## src/rtl/gpio_irq_pkg.sv

```systemverilog
package gpio_irq_pkg;

    localparam int SEL_W = 5;

    // Halfword index of each register; bit 0 picks the half.
    typedef enum logic [SEL_W-1:0] {
        SEL_DIR_LO = 5'd0,
        SEL_DIR_HI = 5'd1,
        SEL_DAT_LO = 5'd2,
        SEL_DAT_HI = 5'd3,
        SEL_STA_LO = 5'd4,
        SEL_STA_HI = 5'd5,
        SEL_ENA_LO = 5'd6,
        SEL_ENA_HI = 5'd7,
        SEL_TYP_LO = 5'd8,
        SEL_TYP_HI = 5'd9,
        SEL_LVL_LO = 5'd10,
        SEL_LVL_HI = 5'd11,
        SEL_HLD_LO = 5'd12,
        SEL_HLD_HI = 5'd13,
        SEL_FAL_LO = 5'd16,
        SEL_FAL_HI = 5'd17,
        SEL_RIS_LO = 5'd18,
        SEL_RIS_HI = 5'd19
    } reg_sel_e;

endpackage

```

## src/rtl/gpio_pin_sync.sv

```systemverilog
module gpio_pin_sync #(
    parameter int W = 32
) (
    input  logic         clk,
    input  logic         rst_n,
    input  logic [W-1:0] pin_raw,
    output logic [W-1:0] pin_now,
    output logic [W-1:0] pin_last
);

    typedef struct packed {
        logic [W-1:0] meta;
        logic [W-1:0] now;
        logic [W-1:0] last;
    } sync_t;

    sync_t sync_d, sync_q;

    always_comb begin
        sync_d      = sync_q;
        sync_d.meta = pin_raw;
        sync_d.now  = sync_q.meta;
        sync_d.last = sync_q.now;
    end

    always_ff @(posedge clk or negedge rst_n) begin
        if (!rst_n) begin
            sync_q <= '0;
        end else begin
            sync_q <= sync_d;
        end
    end

    assign pin_now  = sync_q.now;
    assign pin_last = sync_q.last;

endmodule

```

## src/rtl/gpio_cfg_regs.sv

```systemverilog
module gpio_cfg_regs
    import gpio_irq_pkg::*;
#(
    parameter int HALF_W = 16
) (
    input  logic                  clk,
    input  logic                  rst_n,
    input  logic                  we,
    input  logic [SEL_W-1:0]      reg_sel,
    input  logic [HALF_W-1:0]     wdata,
    output logic [2*HALF_W-1:0]   dir,
    output logic [2*HALF_W-1:0]   dout,
    output logic [2*HALF_W-1:0]   en,
    output logic [2*HALF_W-1:0]   etyp,
    output logic [2*HALF_W-1:0]   alv,
    output logic [2*HALF_W-1:0]   hold,
    output logic [2*HALF_W-1:0]   fen,
    output logic [2*HALF_W-1:0]   ren
);

    localparam int NPINS = 2 * HALF_W;

    typedef struct packed {
        logic [NPINS-1:0] dir;
        logic [NPINS-1:0] dout;
        logic [NPINS-1:0] en;
        logic [NPINS-1:0] etyp;
        logic [NPINS-1:0] alv;
        logic [NPINS-1:0] hold;
        logic [NPINS-1:0] fen;
        logic [NPINS-1:0] ren;
    } cfg_t;

    cfg_t cfg_d, cfg_q;

    function automatic logic [NPINS-1:0] put_half(
        input logic [NPINS-1:0]  old_v,
        input logic              upper,
        input logic [HALF_W-1:0] val
    );
        logic [NPINS-1:0] r;
        r = old_v;
        if (upper) begin
            r[NPINS-1:HALF_W] = val;
        end else begin
            r[HALF_W-1:0] = val;
        end
        return r;
    endfunction

    logic upper;
    assign upper = reg_sel[0];

    always_comb begin
        cfg_d = cfg_q;
        if (we) begin
            case (reg_sel)
                SEL_DIR_LO, SEL_DIR_HI: cfg_d.dir  = put_half(cfg_q.dir,  upper, wdata);
                SEL_DAT_LO, SEL_DAT_HI: cfg_d.dout = put_half(cfg_q.dout, upper, wdata);
                SEL_ENA_LO, SEL_ENA_HI: cfg_d.en   = put_half(cfg_q.en,   upper, wdata);
                SEL_TYP_LO, SEL_TYP_HI: cfg_d.etyp = put_half(cfg_q.etyp, upper, wdata);
                SEL_LVL_LO, SEL_LVL_HI: cfg_d.alv  = put_half(cfg_q.alv,  upper, wdata);
                SEL_HLD_LO, SEL_HLD_HI: cfg_d.hold = put_half(cfg_q.hold, upper, wdata);
                SEL_FAL_LO, SEL_FAL_HI: cfg_d.fen  = put_half(cfg_q.fen,  upper, wdata);
                SEL_RIS_LO, SEL_RIS_HI: cfg_d.ren  = put_half(cfg_q.ren,  upper, wdata);
                default: ;
            endcase
        end
    end

    always_ff @(posedge clk or negedge rst_n) begin
        if (!rst_n) begin
            cfg_q <= '0;
        end else begin
            cfg_q <= cfg_d;
        end
    end

    assign dir  = cfg_q.dir;
    assign dout = cfg_q.dout;
    assign en   = cfg_q.en;
    assign etyp = cfg_q.etyp;
    assign alv  = cfg_q.alv;
    assign hold = cfg_q.hold;
    assign fen  = cfg_q.fen;
    assign ren  = cfg_q.ren;

endmodule

```

## src/rtl/gpio_irq_detect.sv

```systemverilog
module gpio_irq_detect #(
    parameter int W = 32
) (
    input  logic         clk,
    input  logic         rst_n,
    input  logic [W-1:0] pin_now,
    input  logic [W-1:0] pin_last,
    input  logic [W-1:0] etyp,
    input  logic [W-1:0] alv,
    input  logic [W-1:0] hold,
    input  logic [W-1:0] fen,
    input  logic [W-1:0] ren,
    input  logic [W-1:0] clr,
    output logic [W-1:0] status
);

    typedef struct packed {
        logic [W-1:0] flag;
    } det_t;

    det_t det_d, det_q;

    logic [W-1:0] edge_hit;
    logic [W-1:0] level_hit;
    logic [W-1:0] keep;

    // One lane per pin; each lane picks level or edge from its kind bit.
    for (genvar i = 0; i < W; i++) begin : g_lane
        logic rise_i, fall_i;
        assign rise_i       = pin_now[i] & ~pin_last[i];
        assign fall_i       = ~pin_now[i] & pin_last[i];
        assign edge_hit[i]  = (rise_i & ren[i]) | (fall_i & fen[i]);
        assign level_hit[i] = ~(pin_now[i] ^ alv[i]);
        assign keep[i]      = etyp[i] & hold[i] & det_q.flag[i] & ~clr[i];
    end

    always_comb begin
        det_d      = det_q;
        // A fresh hit always wins over a clear of the same bit.
        det_d.flag = ((etyp & edge_hit) | (~etyp & level_hit)) | keep;
    end

    always_ff @(posedge clk or negedge rst_n) begin
        if (!rst_n) begin
            det_q <= '0;
        end else begin
            det_q <= det_d;
        end
    end

    assign status = det_q.flag;

endmodule

```

## src/rtl/gpio_irq_unit.sv

```systemverilog
module gpio_irq_unit
    import gpio_irq_pkg::*;
#(
    parameter int HALF_W = 16
) (
    input  logic                 clk,
    input  logic                 rst_n,
    input  logic                 we,
    input  logic [SEL_W-1:0]     reg_sel,
    input  logic [HALF_W-1:0]    wdata,
    output logic [HALF_W-1:0]    rdata,
    input  logic [2*HALF_W-1:0]  pin_in,
    output logic [2*HALF_W-1:0]  pin_out,
    output logic [2*HALF_W-1:0]  pin_oe,
    output logic                 irq
);

    localparam int NPINS = 2 * HALF_W;

    logic [NPINS-1:0] sync_in, prev_in;
    logic [NPINS-1:0] cfg_dir, cfg_dout, cfg_en, cfg_etyp;
    logic [NPINS-1:0] cfg_alv, cfg_hold, cfg_fen, cfg_ren;
    logic [NPINS-1:0] status, clr_mask, dat_view;

    gpio_pin_sync #(.W(NPINS)) u_sync (
        .clk      (clk),
        .rst_n    (rst_n),
        .pin_raw  (pin_in),
        .pin_now  (sync_in),
        .pin_last (prev_in)
    );

    gpio_cfg_regs #(.HALF_W(HALF_W)) u_cfg (
        .clk     (clk),
        .rst_n   (rst_n),
        .we      (we),
        .reg_sel (reg_sel),
        .wdata   (wdata),
        .dir     (cfg_dir),
        .dout    (cfg_dout),
        .en      (cfg_en),
        .etyp    (cfg_etyp),
        .alv     (cfg_alv),
        .hold    (cfg_hold),
        .fen     (cfg_fen),
        .ren     (cfg_ren)
    );

    always_comb begin
        clr_mask = '0;
        if (we && reg_sel == SEL_STA_LO) begin
            clr_mask[HALF_W-1:0] = wdata;
        end else if (we && reg_sel == SEL_STA_HI) begin
            clr_mask[NPINS-1:HALF_W] = wdata;
        end
    end

    gpio_irq_detect #(.W(NPINS)) u_det (
        .clk      (clk),
        .rst_n    (rst_n),
        .pin_now  (sync_in),
        .pin_last (prev_in),
        .etyp     (cfg_etyp),
        .alv      (cfg_alv),
        .hold     (cfg_hold),
        .fen      (cfg_fen),
        .ren      (cfg_ren),
        .clr      (clr_mask),
        .status   (status)
    );

    assign dat_view = (cfg_dout & cfg_dir) | (sync_in & ~cfg_dir);
    assign pin_oe   = cfg_dir;
    assign pin_out  = cfg_dout & cfg_dir;
    assign irq      = |(status & cfg_en);

    function automatic logic [HALF_W-1:0] pick(
        input logic [NPINS-1:0] v,
        input logic             upper
    );
        return upper ? v[NPINS-1:HALF_W] : v[HALF_W-1:0];
    endfunction

    always_comb begin
        case (reg_sel)
            SEL_DIR_LO, SEL_DIR_HI: rdata = pick(cfg_dir,  reg_sel[0]);
            SEL_DAT_LO, SEL_DAT_HI: rdata = pick(dat_view, reg_sel[0]);
            SEL_STA_LO, SEL_STA_HI: rdata = pick(status,   reg_sel[0]);
            SEL_ENA_LO, SEL_ENA_HI: rdata = pick(cfg_en,   reg_sel[0]);
            SEL_TYP_LO, SEL_TYP_HI: rdata = pick(cfg_etyp, reg_sel[0]);
            SEL_LVL_LO, SEL_LVL_HI: rdata = pick(cfg_alv,  reg_sel[0]);
            SEL_HLD_LO, SEL_HLD_HI: rdata = pick(cfg_hold, reg_sel[0]);
            SEL_FAL_LO, SEL_FAL_HI: rdata = pick(cfg_fen,  reg_sel[0]);
            SEL_RIS_LO, SEL_RIS_HI: rdata = pick(cfg_ren,  reg_sel[0]);
            default:                rdata = '0;
        endcase
    end

endmodule

```

## config.mk

```make
export PLATFORM = sky130hd
export DESIGN_NAME = gpio_irq_unit
export DESIGN_NICKNAME = d
export VERILOG_FILES = /design/src/rtl/gpio_irq_pkg.sv /design/src/rtl/gpio_pin_sync.sv /design/src/rtl/gpio_cfg_regs.sv /design/src/rtl/gpio_irq_detect.sv /design/src/rtl/gpio_irq_unit.sv
export SDC_FILE = /design/constraint.sdc
export NUM_CORES = 1
export LEC_CHECK = 0
export ABC_AREA = 1
export BUFFER_PORTS_ARGS = -buffer_cell sky130_fd_sc_hd__buf_2
export CAP_MARGIN = 40
export CORE_UTILIZATION = 60
export CTS_BUF_LIST = sky130_fd_sc_hd__clkbuf_8
export DETAILED_ROUTE_END_ITERATION = 8
export GPL_TIMING_DRIVEN = 0
export HOLD_SLACK_MARGIN = 0.08
export PLACE_DENSITY = 0.79
export SYNTH_ARGS = -nofsm -noshare
export SYNTH_HDL_FRONTEND = slang
export SYNTH_HIERARCHICAL = 1
export SYNTH_SLANG_ARGS = --single-unit
```

## constraint.sdc

```tcl
create_clock -name clk -period 1.8 [get_ports clk]
set_input_delay 0.09 -clock clk [delete_from_list [all_inputs] [get_ports clk]]
set_output_delay 0.09 -clock clk [all_outputs]
set_load 0.005 [all_outputs]
```

Yosys cells after proc, flatten, opt, wreduce, memory -nomap -nowiden. Cells that the tools add are included.

Flip-flop bits (word level): 384. Latch bits: 0. Memory bits (writable): 0. Memory bits (read-only): 0. Bits of input ports: 56. Word-level logic and storage cells: 506. Memories: 0.

Add/sub/neg operators: 0. Multiply operators: 0. Divide/modulo/power cells: 0. Order comparisons: 0. Eq/ne operators: 17. Shift-type cells: 0. Muxes and demuxes: 13. Bitwise operators: 427. Reduce and logical (&&, ||, !) cells: 29.

Operators with widths (number): bitwise AND 1 bit (224); 2-to-1 mux 16 bit (12); bitwise AND 32 bit (5); case mux 16 bit (9 select lines) (1); inverter 1 bit (129); OR 32 bit (3); inverter 32 bit (2); AND reduction 3 bit (16); OR 1 bit (32); OR reduction 32 bit (1); XOR 1 bit (32); == test 5 x 4 -> 1 bit, second input constant (6); == test 5 x 3 -> 1 bit, second input constant (4); == test 5 bit, second input constant (4); OR reduction 2 bit (9); == test 5 x 2 -> 1 bit, second input constant (2); == test 5 x 1 -> 1 bit, second input constant (1); zero test 5 bit (1); logical AND 1 bit (2).

Depth between registers and ports, before layout.
Depth in word-level cells: 7. Gate-level depth with buffers: 10. Mapped depth without buffers: 8.

Modules after synthesis. The synthesis kept the hierarchy.

Modules (own cells, without submodules): gpio_cfg_regs (instances 1, cells an instance 1179, area each 10432.5 sq um, seq. area each 6406.1 sq um); gpio_irq_unit (instances 1, cells an instance 919, area each 3851.2 sq um, seq. area each 0.0 sq um); gpio_irq_detect (instances 1, cells an instance 480, area each 2762.6 sq um, seq. area each 800.8 sq um); gpio_pin_sync (instances 1, cells an instance 128, area each 2642.5 sq um, seq. area each 2402.3 sq um).

Least setup slack after synthesis. Ideal clock, no wire load.

Path kind: in2reg. Start: input reg_sel[3]. End: register u_det.det_q, in the netlist u_det/status[10]. Setup time: 0.125 ns. Arrival: 0.983 ns. Data required time: 1.675 ns. Slack: 0.693 ns. Stages: 9. Path buffers: 1. Cell sequence: inv_2 nand2_2 nor2_4 nand3_2 buf_2 nor2_1 inv_1 nand4_1 nand3_1.

RTL lines: from (decl) (RTL line gpio_irq_unit.sv:9) `input logic [SEL_W-1:0] reg_sel,`; to (signal assigned) (RTL line gpio_irq_detect.sv:47) `det_q <= det_d;`; to (decl) (RTL line gpio_irq_detect.sv:21) `det_t det_d, det_q;`.

Worst setup path after layout.
Start: register u_det.det_q, in the netlist u_det/status[19]. End: output irq.

Longest elaborated chain between the ends: 2.

RTL lines: bitwise AND 32 bit (RTL line gpio_irq_unit.sv:75) `assign irq = |(status & cfg_en);`; OR reduction 32 bit (RTL line gpio_irq_unit.sv:75); to (decl) (RTL line gpio_irq_unit.sv:15) `output logic irq`.

No other way between the ends.

==> flow_summary_export.csv <==
group,metric,value,unit
pwr,p_leak,13.7,nW
detailed_routing,vias_per_cell,6.13,
setup_path,reg2reg_to,"u_det/status[17]$_DFF_PN0_",
setup_path,r2r_start,"u_sync/pin_now[17]$_DFF_PN0_",
synthesis,ys_ff_latch,384,
final_layout,utilization,0.767,
setup_path,worst-r2r-setup-slack,660,ps
clock_network,cts_tree,"yes",
synthesis,synth_nets,2762,
grt,grt_pass1_wl,128,mm
synthesis,syn_avg_cell_area,7.28,sq um
grt,antenna_found_initial,2,
setup_path,cp_max_fo,2,
detailed_routing,ant_nets,0,
floorplanning,coreArea,0.0319,sq mm
sta,setup_slack,-326,ps
min_path,min_to,"u_sync/sync_d[46]$_DFF_PN0_",
setup_path,reg2reg_depth,6,
final_layout,final_cells,3593,
setup_path,worstPathArrival,2040,ps
detailed_routing,postRouteWirelength,88.6,mm
detailed_routing,firstDrtPassIters,7,
sta,clock_skew,30.6,ps
setup_path,cp-start-kind,"register",
pwr,vdd_drop_max,0.919,mV
placement,io_buffer_count,136,
sta,finalSetupViolCount,18,
clock_network,cts.sinks,384,
detailed_routing,first_iter_violations,3819,
setup_path,cp-end-kind,"output pin",
clock_network,path_clk_slew,60,ps
final_layout,fin_nets,3165,
clock_network,cts_max_level,3,
detailed_routing,num_vias,22000,
floorplanning,die-area,0.0335,sq mm
setup_path,path_buf_inv,1,
setup_path,crit_path_cell_trace,"nand2_2 -> nand4_1 -> or2_4 -> nor2_2 -> nand2_1 -> buf_2",
sta,slew-limit-headroom,0.370,
synthesis,synth.area.mux_share,0,
detailed_routing,drc,0,
outcome,outcome,"finished, violations left",
sta,rsz0062_at_grt,"yes",
setup_path,path_class,"reg2out",
setup_path,cpPeakStageDelay,510,ps
placement,hpwlAfterDp,59.4,mm
final_layout,multi_input_area,0.00859,sq mm
floorplanning,die_w,183,microns
synthesis,synth-compound-area-share,0.0137,
floorplanning,fp.dieH,183,microns
sta,fin_crit,2130,ps
sta,finalCritPeriodShare,1.18,
pwr,p_per_area,1050,mW/mm^2
floorplanning,ios,137,
grt,grt_pass1_vias,21200,
synthesis,synthAdderAreaFrac,0,
synthesis,synth-warning-count,6,
setup_path,crit_family,"simple AND/OR/NAND/NOR gates",
detailed_routing,wl_per_cell,24.7,microns
placement,place_congestion,1.00,
final_layout,drive_above_1_share,0.216,
grt,grt_usage,0.530,
sta,hold_slack,93.3,ps
final_layout,area_growth,24.2,%
min_path,hp-start,"pin_in[14]",
floorplanning,start_util,0.618,
clock_network,clk-insertion-delay-late,640,ps
synthesis,synth-xor-area-share,0,
clock_network,clockBufferDepth,3,
synthesis,synth_ff_type,"dfrtp_1",
final_layout,seq_area,0.00966,sq mm
synthesis,synth_top_family_by_area,"simple AND/OR/NAND/NOR gates",
setup_path,worst_path_max_delay_cell,"dfrtp_2",
min_path,whs_path_depth,2,
floorplanning,num_rows,65,
grt,grt-ovfl-total,0,
clock_network,root_buffer,"clkbuf_8",
synthesis,synth.distinct_cells,25,
flow_run,drv_cap,0,
synthesis,syn-cell-area,0.0197,sq mm
sta,final-hold-violation-count,0,
placement,dp_cells,3280,
synthesis,synthArstFlopShare,1.00,
sta,drv_slew,0,
grt,grt_max_degree,120,
setup_path,worstPathRequired,1710,ps
final_layout,nFillCells,2339,
sta,fmax,0.470,GHz
synthesis,syn_inst,2706,
min_path,min_path_type,"in2reg",
synthesis,seq_area_frac_synth,0.488,
synthesis,synth_simple_gate_area_frac,0.404,
sta,tightest_slew,946,ps
synthesis,synth_edf_count,0,
outcome,violations,"setup timing",
clock_network,cts_buffers,66,
==> power by group <==
| group | internal, mW | switching (mW) |
|---|---|---|
| Sequential | 10.0 | 1.52 |
| Clock | 4.47 | 3.81 |
| Combinational | 2.33 | 3.50 |
| Total | 16.8 | 8.84 |
==> metal layers <==
| metal | vias up | track usage | wire, microns |
|---|---|---|---|
| met5 | - | 0 | 0 |
| met4 | 0 | 0.500 | 10500 |
| met3 | 645 | 0.170 | 12900 |
| met2 | 2081 | 0.784 | 37400 |
| met1 | 10100 | 0.610 | 27800 |
| li1 | 9223 | - | - |
==> synthesized netlist by cell type, types with 10 or more instances <==
master | instances | share of area
nand2_1 | 1328 | 0.25
dfrtp_1 | 384 | 0.49
nand3_1 | 287 | 0.073
inv_1 | 214 | 0.041
nand4_1 | 99 | 0.031
nor2_1 | 82 | 0.016
buf_2 | 72 | 0.018
clkbuf_1 | 49 | 0.0093
buf_4 | 44 | 0.017
nand3b_1 | 33 | 0.013
o21ai_0 | 19 | 0.0048
nand3_2 | 16 | 0.0081
a21oi_1 | 14 | 0.0036
o211ai_1 | 12 | 0.0046
buf_6 | 10 | 0.0057
inv_2 | 10 | 0.0019
==> state kept, by name, indices dropped and copies added (netlist names) <==
name,flops
u_cfg/alv,32
u_cfg/fen,32
u_cfg/en,32
u_cfg/dir,32
u_sync/pin_now,32
u_sync/pin_last,32
u_det/status,32
u_cfg/hold,32
u_sync/sync_d,32
u_cfg/etyp,32
u_cfg/dout,32
u_cfg/ren,32
==> what timing repair did <==
action                                  CTS  global route
hold buffers                             62             0
gates resized for setup                 110            64
endpoints found under the setup margin   17            17
buffers inserted                        109            37
pin swaps                                76            61
hold endpoints to repair                236             0
==> area by class of cell <==
class / count / share of cell area
Sequential cell: 384 / 0.395
Timing Repair Buffer: 347 / 0.102
Multi-Input combinational cell: 1915 / 0.351
Clock buffer: 84 / 0.0473
Buffer: 168 / 0.0384
Tap cell: 435 / 0.0223
Clock inverter: 32 / 0.00768
Antenna cell: 1 / 0.000102
Inverter: 227 / 0.0355
==> placed cells by master (no fill, tap or decap), drive strengths merged <==
cell,Yosys,routed
bufinv,0,2
clkinvlp,0,3
clkbuf,49,133
or2,1,1
diode,0,1
clkinv,2,11
dlygate4sd3,0,62
inv,225,243
o21ai,22,22
nand4,99,99
o211ai,12,12
nand3b,33,33
nand3,303,303
a21oi,14,14
buf,131,404
nor2,99,99
dfrtp,384,384
nand2,1332,1332
==> worst max path at each step <==
stage / from / endpoint / slack (ps) / cells past startpoint
2_1_floorplan: reg_sel[3] / u_det/status[10]$_DFF_PN0_ / 690 / 9
5_1_grt: u_det/status[19]$_DFF_PN0_ / irq / -380 / 6
6_report: u_det/status[19]$_DFF_PN0_ / irq / -330 / 6
4_1_cts: u_det/status[18]$_DFF_PN0_ / irq / -210 / 6
3_3_place_gp: rst_n / u_cfg/dir[15]$_DFFE_PN0P_ / -6800 / 1
3_5_place_dp: reg_sel[2] / rdata[5] / -190 / 10
==> cells by family (layout without fill, tap and decap cells) <==
| group | count (synthesis) | in the layout |
|---|---|---|
| AND/OR/NAND/NOR | 1867 | 1867 |
| buffers and inverters | 407 | 858 |
| flip-flops | 384 | 384 |
| AO/OA/AOI/OAI | 48 | 48 |
| other | 0 | 1 |
==> through the flow <==
stage	setup slack (ps)	power [mW]	area (sq um)	TNS (ps)
finish	-326	25.7	24500	-1400
global route	-383	26.5	24400	-1970
CTS	-210	24.8	24000	-716
detailed placement	-192	15.8	21000	-3380
global placement	-6800	15.6	20900	-2598620
floorplan	693	13.7	19700	0
Power figures use the tool's default switching activity.
